<file path="config.mk">
export PLATFORM = sky130hd
export DESIGN_NAME = rstc_top
export DESIGN_NICKNAME = d
export VERILOG_FILES = /design/src/rtl/rstc_pkg.sv /design/src/rtl/rstc_pin_qual.sv /design/src/rtl/rstc_stretch.sv /design/src/rtl/rstc_status.sv /design/src/rtl/rstc_top.sv
export SDC_FILE = /design/constraint.sdc
export NUM_CORES = 1
export LEC_CHECK = 0
export BUFFER_PORTS_ARGS = -buffer_cell sky130_fd_sc_hd__buf_2
export CORE_ASPECT_RATIO = 0.5
export CORE_MARGIN = 2
export CORE_UTILIZATION = 57
export DETAILED_ROUTE_END_ITERATION = 10
export PLACE_DENSITY = 0.84
export SETUP_SLACK_MARGIN = 0.02
export SYNTH_ARGS = -nofsm -noshare
export SYNTH_HDL_FRONTEND = slang
export SYNTH_SLANG_ARGS = --single-unit
export TNS_END_PERCENT = 50
</file>
<file path="constraint.sdc">
create_clock -name clk -period 3.5 [get_ports clk]
set_clock_uncertainty 0.1 [all_clocks]
set_input_delay 0.525 -clock clk [delete_from_list [all_inputs] [get_ports clk]]
set_output_delay 0.525 -clock clk [all_outputs]
set_load 0.03 [all_outputs]
</file>
<file path="src/rtl/rstc_pkg.sv">
package rstc_pkg;
  localparam int SRC_N       = 6;
  localparam int SRC_POR     = 0;
  localparam int SRC_PIN     = 1;
  localparam int SRC_WDOG    = 2;
  localparam int SRC_LVD     = 3;
  localparam int SRC_BADOP   = 4;
  localparam int SRC_BADADDR = 5;
  typedef logic [SRC_N-1:0] src_vec_t;
  localparam logic [15:0] VEC_NORMAL  = 16'hFFFE;
  localparam logic [15:0] VEC_MONITOR = 16'hFEFE;
endpackage

</file>
<file path="src/rtl/rstc_pin_qual.sv">
module rstc_pin_qual #(
  parameter int PIN_QUAL  = 67,
  parameter int POR_EXTRA = 4096
) (
  input  logic clk,
  input  logic por,
  input  logic pin_n,
  input  logic por_win,
  output logic pin_low,
  output logic pin_qual
);
  localparam int THR_MAX = PIN_QUAL + POR_EXTRA;
  localparam int CW      = $clog2(THR_MAX + 1);
  localparam logic [CW-1:0] THR_NORM = CW'(PIN_QUAL);
  localparam logic [CW-1:0] THR_POR  = CW'(THR_MAX);

  logic          sync1, sync2;
  logic [CW-1:0] low_cnt;
  logic [CW-1:0] thr;

  // two-stage synchronizer for the asynchronous pin
  always_ff @(posedge clk) begin
    sync1 <= pin_n;
    sync2 <= sync1;
  end

  assign pin_low = ~sync2;
  assign thr     = por_win ? THR_POR : THR_NORM;

  // consecutive low-sample counter, restarts on any high sample
  always_ff @(posedge clk) begin
    if (por || !pin_low)
      low_cnt <= '0;
    else if (low_cnt != THR_POR)
      low_cnt <= low_cnt + 1'b1;
  end

  assign pin_qual = pin_low && !por && (low_cnt == thr - 1'b1);
endmodule

</file>
<file path="src/rtl/rstc_stretch.sv">
module rstc_stretch #(
  parameter int STRETCH = 64
) (
  input  logic clk,
  input  logic req,
  output logic sys_rst
);
  localparam int SW = $clog2(STRETCH + 1);
  localparam logic [SW-1:0] LAST = SW'(STRETCH - 1);

  logic [SW-1:0] hold_cnt;

  always_ff @(posedge clk) begin
    if (req) begin
      sys_rst  <= 1'b1;
      hold_cnt <= '0;
    end else if (sys_rst) begin
      if (hold_cnt == LAST)
        sys_rst <= 1'b0;
      else
        hold_cnt <= hold_cnt + 1'b1;
    end
  end
endmodule

</file>
<file path="src/rtl/rstc_status.sv">
module rstc_status
  import rstc_pkg::*;
(
  input  logic     clk,
  input  logic     por,
  input  logic     rd,
  input  src_vec_t set_vec,
  output src_vec_t stat
);
  always_ff @(posedge clk) begin
    if (por) begin
      stat          <= '0;
      stat[SRC_POR] <= 1'b1;
    end else begin
      stat <= (rd ? '0 : stat) | set_vec;
    end
  end
endmodule

</file>
<file path="src/rtl/rstc_top.sv">
module rstc_top
  import rstc_pkg::*;
#(
  parameter int CNT_W     = 16,
  parameter int STRETCH   = 64,
  parameter int PIN_QUAL  = 67,
  parameter int POR_EXTRA = 4096
) (
  input  logic             clk,
  input  logic             por,
  input  logic             ext_rst_n,
  input  logic             wdog_req,
  input  logic             lvd_req,
  input  logic             bad_op_req,
  input  logic             bad_addr_req,
  input  logic             monitor_mode,
  input  logic             stat_rd,
  output logic             sys_rst,
  output logic [15:0]      vec_addr,
  output logic [SRC_N-1:0] stat_q,
  output logic [CNT_W-1:0] sys_count
);
  logic     pin_low, pin_qual;
  logic     por_win;
  logic     int_req, any_req;
  src_vec_t set_vec;

  assign int_req = por | wdog_req | lvd_req | bad_op_req | bad_addr_req;
  assign any_req = int_req | pin_low;

  always_comb begin
    set_vec              = '0;
    set_vec[SRC_PIN]     = pin_qual;
    set_vec[SRC_WDOG]    = wdog_req;
    set_vec[SRC_LVD]     = lvd_req;
    set_vec[SRC_BADOP]   = bad_op_req;
    set_vec[SRC_BADADDR] = bad_addr_req;
  end

  rstc_pin_qual #(.PIN_QUAL(PIN_QUAL), .POR_EXTRA(POR_EXTRA)) u_pin (
    .clk(clk), .por(por), .pin_n(ext_rst_n), .por_win(por_win),
    .pin_low(pin_low), .pin_qual(pin_qual)
  );

  rstc_stretch #(.STRETCH(STRETCH)) u_stretch (
    .clk(clk), .req(any_req), .sys_rst(sys_rst)
  );

  rstc_status u_status (
    .clk(clk), .por(por), .rd(stat_rd), .set_vec(set_vec), .stat(stat_q)
  );

  // power-on window lasts until the first reset release
  always_ff @(posedge clk) begin
    if (por)
      por_win <= 1'b1;
    else if (!sys_rst)
      por_win <= 1'b0;
  end

  always_ff @(posedge clk) begin
    if (int_req)
      sys_count <= '0;
    else
      sys_count <= sys_count + 1'b1;
  end

  always_ff @(posedge clk) begin
    vec_addr <= monitor_mode ? VEC_MONITOR : VEC_NORMAL;
  end
endmodule

</file>
==> results by stage <==
Clocking:
- The clock input transition at the sequential cells of the worst setup and hold paths is ~0.080 ns.
- The clock root buffer is sky130_fd_sc_hd__clkbuf_8.
- The H-tree generated during clock tree synthesis spans 2 levels.
- The source-to-sink clock delay at the later pin of the worst-skew pair is 0.29 ns.
- The number of clock sinks is 47.
- The TritonCTS clock tree is yes.
- The total of hold buffers inserted after clock tree synthesis is 0.
- In this run the post-CTS setup repair buffer count came out at 0.
- The post-cts sizing count is 0.
- Buffers inserted during clock tree synthesis total 5.
- The number of buffers between clock root and the deepest sink is 2.

Place:
- At the end of routability-driven placement, the weighted congestion stood at 0.871.
- After detailed placement, the design holds a cell count of about 300.
- Buffers placed on the I/O ports in this run total 32.
- The final HPWL from detailed placement is between 2 and 3 mm.

Layout:
- Compared with the post-synthesis result, the final layout area differs by 12.0%.
- The net count reported at finish is 278.
- Of the cells placed in the final design, the portion with a size suffix greater than 1 is 16.9%.
- The share of the core filled with cells is 66.9%.
- Fill cells in the final layout number 279.
- The number of antenna diodes in the final layout is 0.
- The final non-filler cell total is about 320.

Hold path:
- The class of the worst hold path is flop to flop.
- The hold path startpoint is u_pin.sync1$_DFF_P_.

Drt:
- Summing over every cut layer, the via total after detailed routing is ~1600.
- Dividing the detail-routed via count by the number of cells gives between 5 and 6.
- After detailed routing, the average wire length per cell comes to 11.7 um.
- The post-detailed-routing wire length is 3.70 mm.
- The number of design rule violations left after detail routing is 0.
- The number of antenna-violating nets in the routed design is 0.
- The number of iterations in the first detailed-routing pass is 4.
- The DRC violation total after the first TritonRoute iteration is 61.

Global routing:
- Entering global routing, the biggest net connects 16 pins.
- Global routing finished with a remaining overflow of 0.
- The total track usage is 18.3%.
- The number of global-route vias before repair is between 1000 and 1500.
- The number of antenna violations at the first check in global routing is 0.
- The first global-routing pass estimated 5.69 mm of wire.

Worst setup path:
- The slowest stage of the critical path is the sky130_fd_sc_hd__dfxtp_1 cell.
- The number of buffers and inverters on the critical path is 0.
- Among cell families on the critical path, the largest total delay comes from flip-flops.
- The worst setup path is captured at a flop.
- The kind of critical path is flop to flop.
- Of all nets on the critical path, the largest fanout is 7.
- The source of the critical timing path is u_stretch.hold_cnt[0]$_SDFFE_PP0P_.
- The critical path launch point type is a flop.
- Traced cell by cell, the critical path runs through ha_1 > nand3b_1 > o21ai_0 > mux2i_1 > nor2_1.
- STA puts the critical path data arrival time at 1.76 ns.
- In this run the critical register-to-register path is launched from u_stretch.hold_cnt[0]$_SDFFE_PP0P_.
- In this design, the stage delay of the slowest critical-path cell is 0.40 ns.
- Data on the critical path is required at its endpoint by between 3 and 4 ns.

Floorplanning:
- The count of boundary I/O pins is 48.
- The floorplan die width is roughly 90 um.
- The cell row count is 15.
- In this run the vertical extent of the chip is 46.5 um.
- In this run the standard cell core region covers 0.00345 mm2.
- The die footprint is 0.00414 mm2.
- The effective utilization at floorplan is 59.7%.

Pwr:
- The worst IR drop on VDD is about 0.21 mV.
- The cell area power density is around 410 mW/mm2.
- The static leakage is 0.910 nW.

Job:
- The number of maximum-capacitance constraint violations is 0.

Timing:
- The hold violation total from the final report is 0.
- The final max-slew violation count is 0.
- The clock period minus final worst setup slack is 1.68 ns.
- After layout, the worst path uses a little under half of the clock period.
- The total of endpoints with negative setup slack in the final report is 0.
- In the final timing run, aggregate negative setup slack is 0 ns.
- Setup repair after global routing left no endpoint under its margin.
- Timing would allow up to about 600 MHz.
- Across all hold checks on the routed design, the worst slack comes to 0.230 ns.

Synth:
- Counting flops and latches in the post-synthesis netlist gives 47.
- During synthesis, Yosys emitted a total of 0 warnings.
- After synthesis, flip-flops and latches occupy 45.6% of the total area.
- After technology mapping, the gate count stands at 231.
- After synthesis, the netlist uses 35 different library cells.
- The cell area after synthesis is roughly 0.0021 mm2.
- The mean instance size in the synthesized netlist is 8.93 um2.

Run status:
- The flow ran to the end, and the final reports show no timing, DRC or antenna violations.
[final cells by class]
| cell class | instances | area (um2) | share of cell area [%] |
|---|---|---|---|
| multi-input cells | 172 | 1020 | 44.1 |
| repair buffers | 32 | 160 | 6.93 |
| well taps | 51 | 63.8 | 2.76 |
| clock buffers | 8 | 100 | 4.33 |
| flip-flops and latches | 47 | 941 | 40.7 |
| inverters | 7 | 26.3 | 1.14 |
[cells in the mapped netlist]
cell type                   n  area [um2]
sky130_fd_sc_hd__a41o_1     1        10.0
sky130_fd_sc_hd__dfxtp_1   47         941
sky130_fd_sc_hd__buf_4     15         113
sky130_fd_sc_hd__conb_1     2        7.51
sky130_fd_sc_hd__a21o_1     2        15.0
sky130_fd_sc_hd__or3_1      2        12.5
sky130_fd_sc_hd__nand2_1   10        37.5
sky130_fd_sc_hd__nor4b_2    1        15.0
sky130_fd_sc_hd__nand3b_1   1        7.51
sky130_fd_sc_hd__a21oi_1    8        40.0
sky130_fd_sc_hd__a31oi_1    2        12.5
sky130_fd_sc_hd__nand4_2    2        25.0
sky130_fd_sc_hd__a221oi_1   1        8.76
sky130_fd_sc_hd__nand3_2    1        10.0
sky130_fd_sc_hd__clkbuf_1   2        7.51
sky130_fd_sc_hd__nor3_1     8        40.0
sky130_fd_sc_hd__mux2i_1    1        10.0
sky130_fd_sc_hd__xnor2_1   15         131
sky130_fd_sc_hd__nor4_1     7        43.8
sky130_fd_sc_hd__or2_2      1        6.26
sky130_fd_sc_hd__and4_1     2        17.5
sky130_fd_sc_hd__and4_2     1        10.0
sky130_fd_sc_hd__ha_1       4        50.1
sky130_fd_sc_hd__nand3_1   15        75.1
sky130_fd_sc_hd__a211oi_1   1        7.51
sky130_fd_sc_hd__buf_2      1        5.00
sky130_fd_sc_hd__nor2b_1    2        12.5
sky130_fd_sc_hd__and2_1     3        18.8
sky130_fd_sc_hd__xor2_1    11        96.3
sky130_fd_sc_hd__inv_1      7        26.3
sky130_fd_sc_hd__nor2_1    35         131
sky130_fd_sc_hd__and3_1     4        25.0
sky130_fd_sc_hd__nand4_1    8        50.1
sky130_fd_sc_hd__o21ai_0    7        35.0
sky130_fd_sc_hd__nor3b_1    1        7.51
[sequential cells by signal (all words and copies together), names as in the netlist]
name and count:
por_win 1, u_pin.sync2 1, u_pin.sync1 1, u_status.stat 6, u_pin.low_cnt 13, sys_count 16
u_stretch.hold_cnt 7, u_stretch.sys_rst 1, vec_addr 1
[cell families (layout without fill, tap and decap cells)]
kind of cell / Yosys count / after routing / synth area share (%)
buffers and inverters: 25 / 47 / 7.34
other: 2 / 15 / 0.364
XOR/XNOR: 26 / 26 / 11.0
AO/OA/AOI/OAI: 22 / 22 / 6.25
multiplexers: 1 / 1 / 0.485
AND/OR/NAND/NOR: 104 / 104 / 26.5
adder cells (fa/ha/maj): 4 / 4 / 2.43
flip-flops: 47 / 47 / 45.6
[stage by stage]
stage	power (mW)	worst slack [ns]	cell area, um2
finish	0.947	1.82	2310
global route	0.980	1.63	2310
CTS	0.953	1.80	2310
detailed placement	0.614	1.78	2210
global placement	0.612	1.85	2210
floorplan	0.614	1.81	2110
[final timing paths]
| check | depth (start not counted) | to | slack, ns |
|---|---|---|---|
| min reg2reg | 0 | u_pin.sync2$_DFF_P_ | 0.23 |
| max | 5 | u_stretch.hold_cnt[1]$_SDFFE_PP0P_ | 1.82 |
| max reg2reg | 5 | u_stretch.hold_cnt[1]$_SDFFE_PP0P_ | 1.82 |
| min | 0 | u_pin.sync2$_DFF_P_ | 0.23 |
[cell usage in the layout (no fill, tap or decap), drive strengths merged]
| cell type | count |
|---|---|
| nor4 | 7 |
| nand3b | 1 |
| nor3 | 8 |
| or2 | 1 |
| a21oi | 8 |
| a31oi | 2 |
| xnor2 | 15 |
| nand3 | 16 |
| and4 | 3 |
| o21ai | 7 |
| or3 | 2 |
| and2 | 3 |
| conb | 15 |
| a211oi | 1 |
| buf | 32 |
| clkbuf | 8 |
| dfxtp | 47 |
| and3 | 4 |
| mux2i | 1 |
| inv | 7 |
| nor2 | 35 |
| nor4b | 1 |
| a21o | 2 |
| nand2 | 10 |
| ha | 4 |
| a221oi | 1 |
| nor2b | 2 |
| a41o | 1 |
| xor2 | 11 |
| nand4 | 10 |
| nor3b | 1 |
[routing by layer]
| layer | part of all wire, % | up-vias | GRT usage, % |
|---|---|---|---|
| met1 | 47 | 737 | 21.7 |
| li1 | - | 838 | - |
| met3 | 5.9 | 7 | 6.09 |
| met5 | 0 | - | 0 |
| met4 | 1.4 | 0 | 9.25 |
| met2 | 45 | 49 | 30.6 |
[power breakdown]
group	leakage, nW	internal, mW	switching, mW	total, mW
combinational	0.477	0.0112	0.0439	0.0551
sequential	0.382	0.541	0.00476	0.546
clock	0.0515	0.180	0.165	0.346
total	0.910	0.733	0.214	0.947
(Power assumes the default switching activity.)
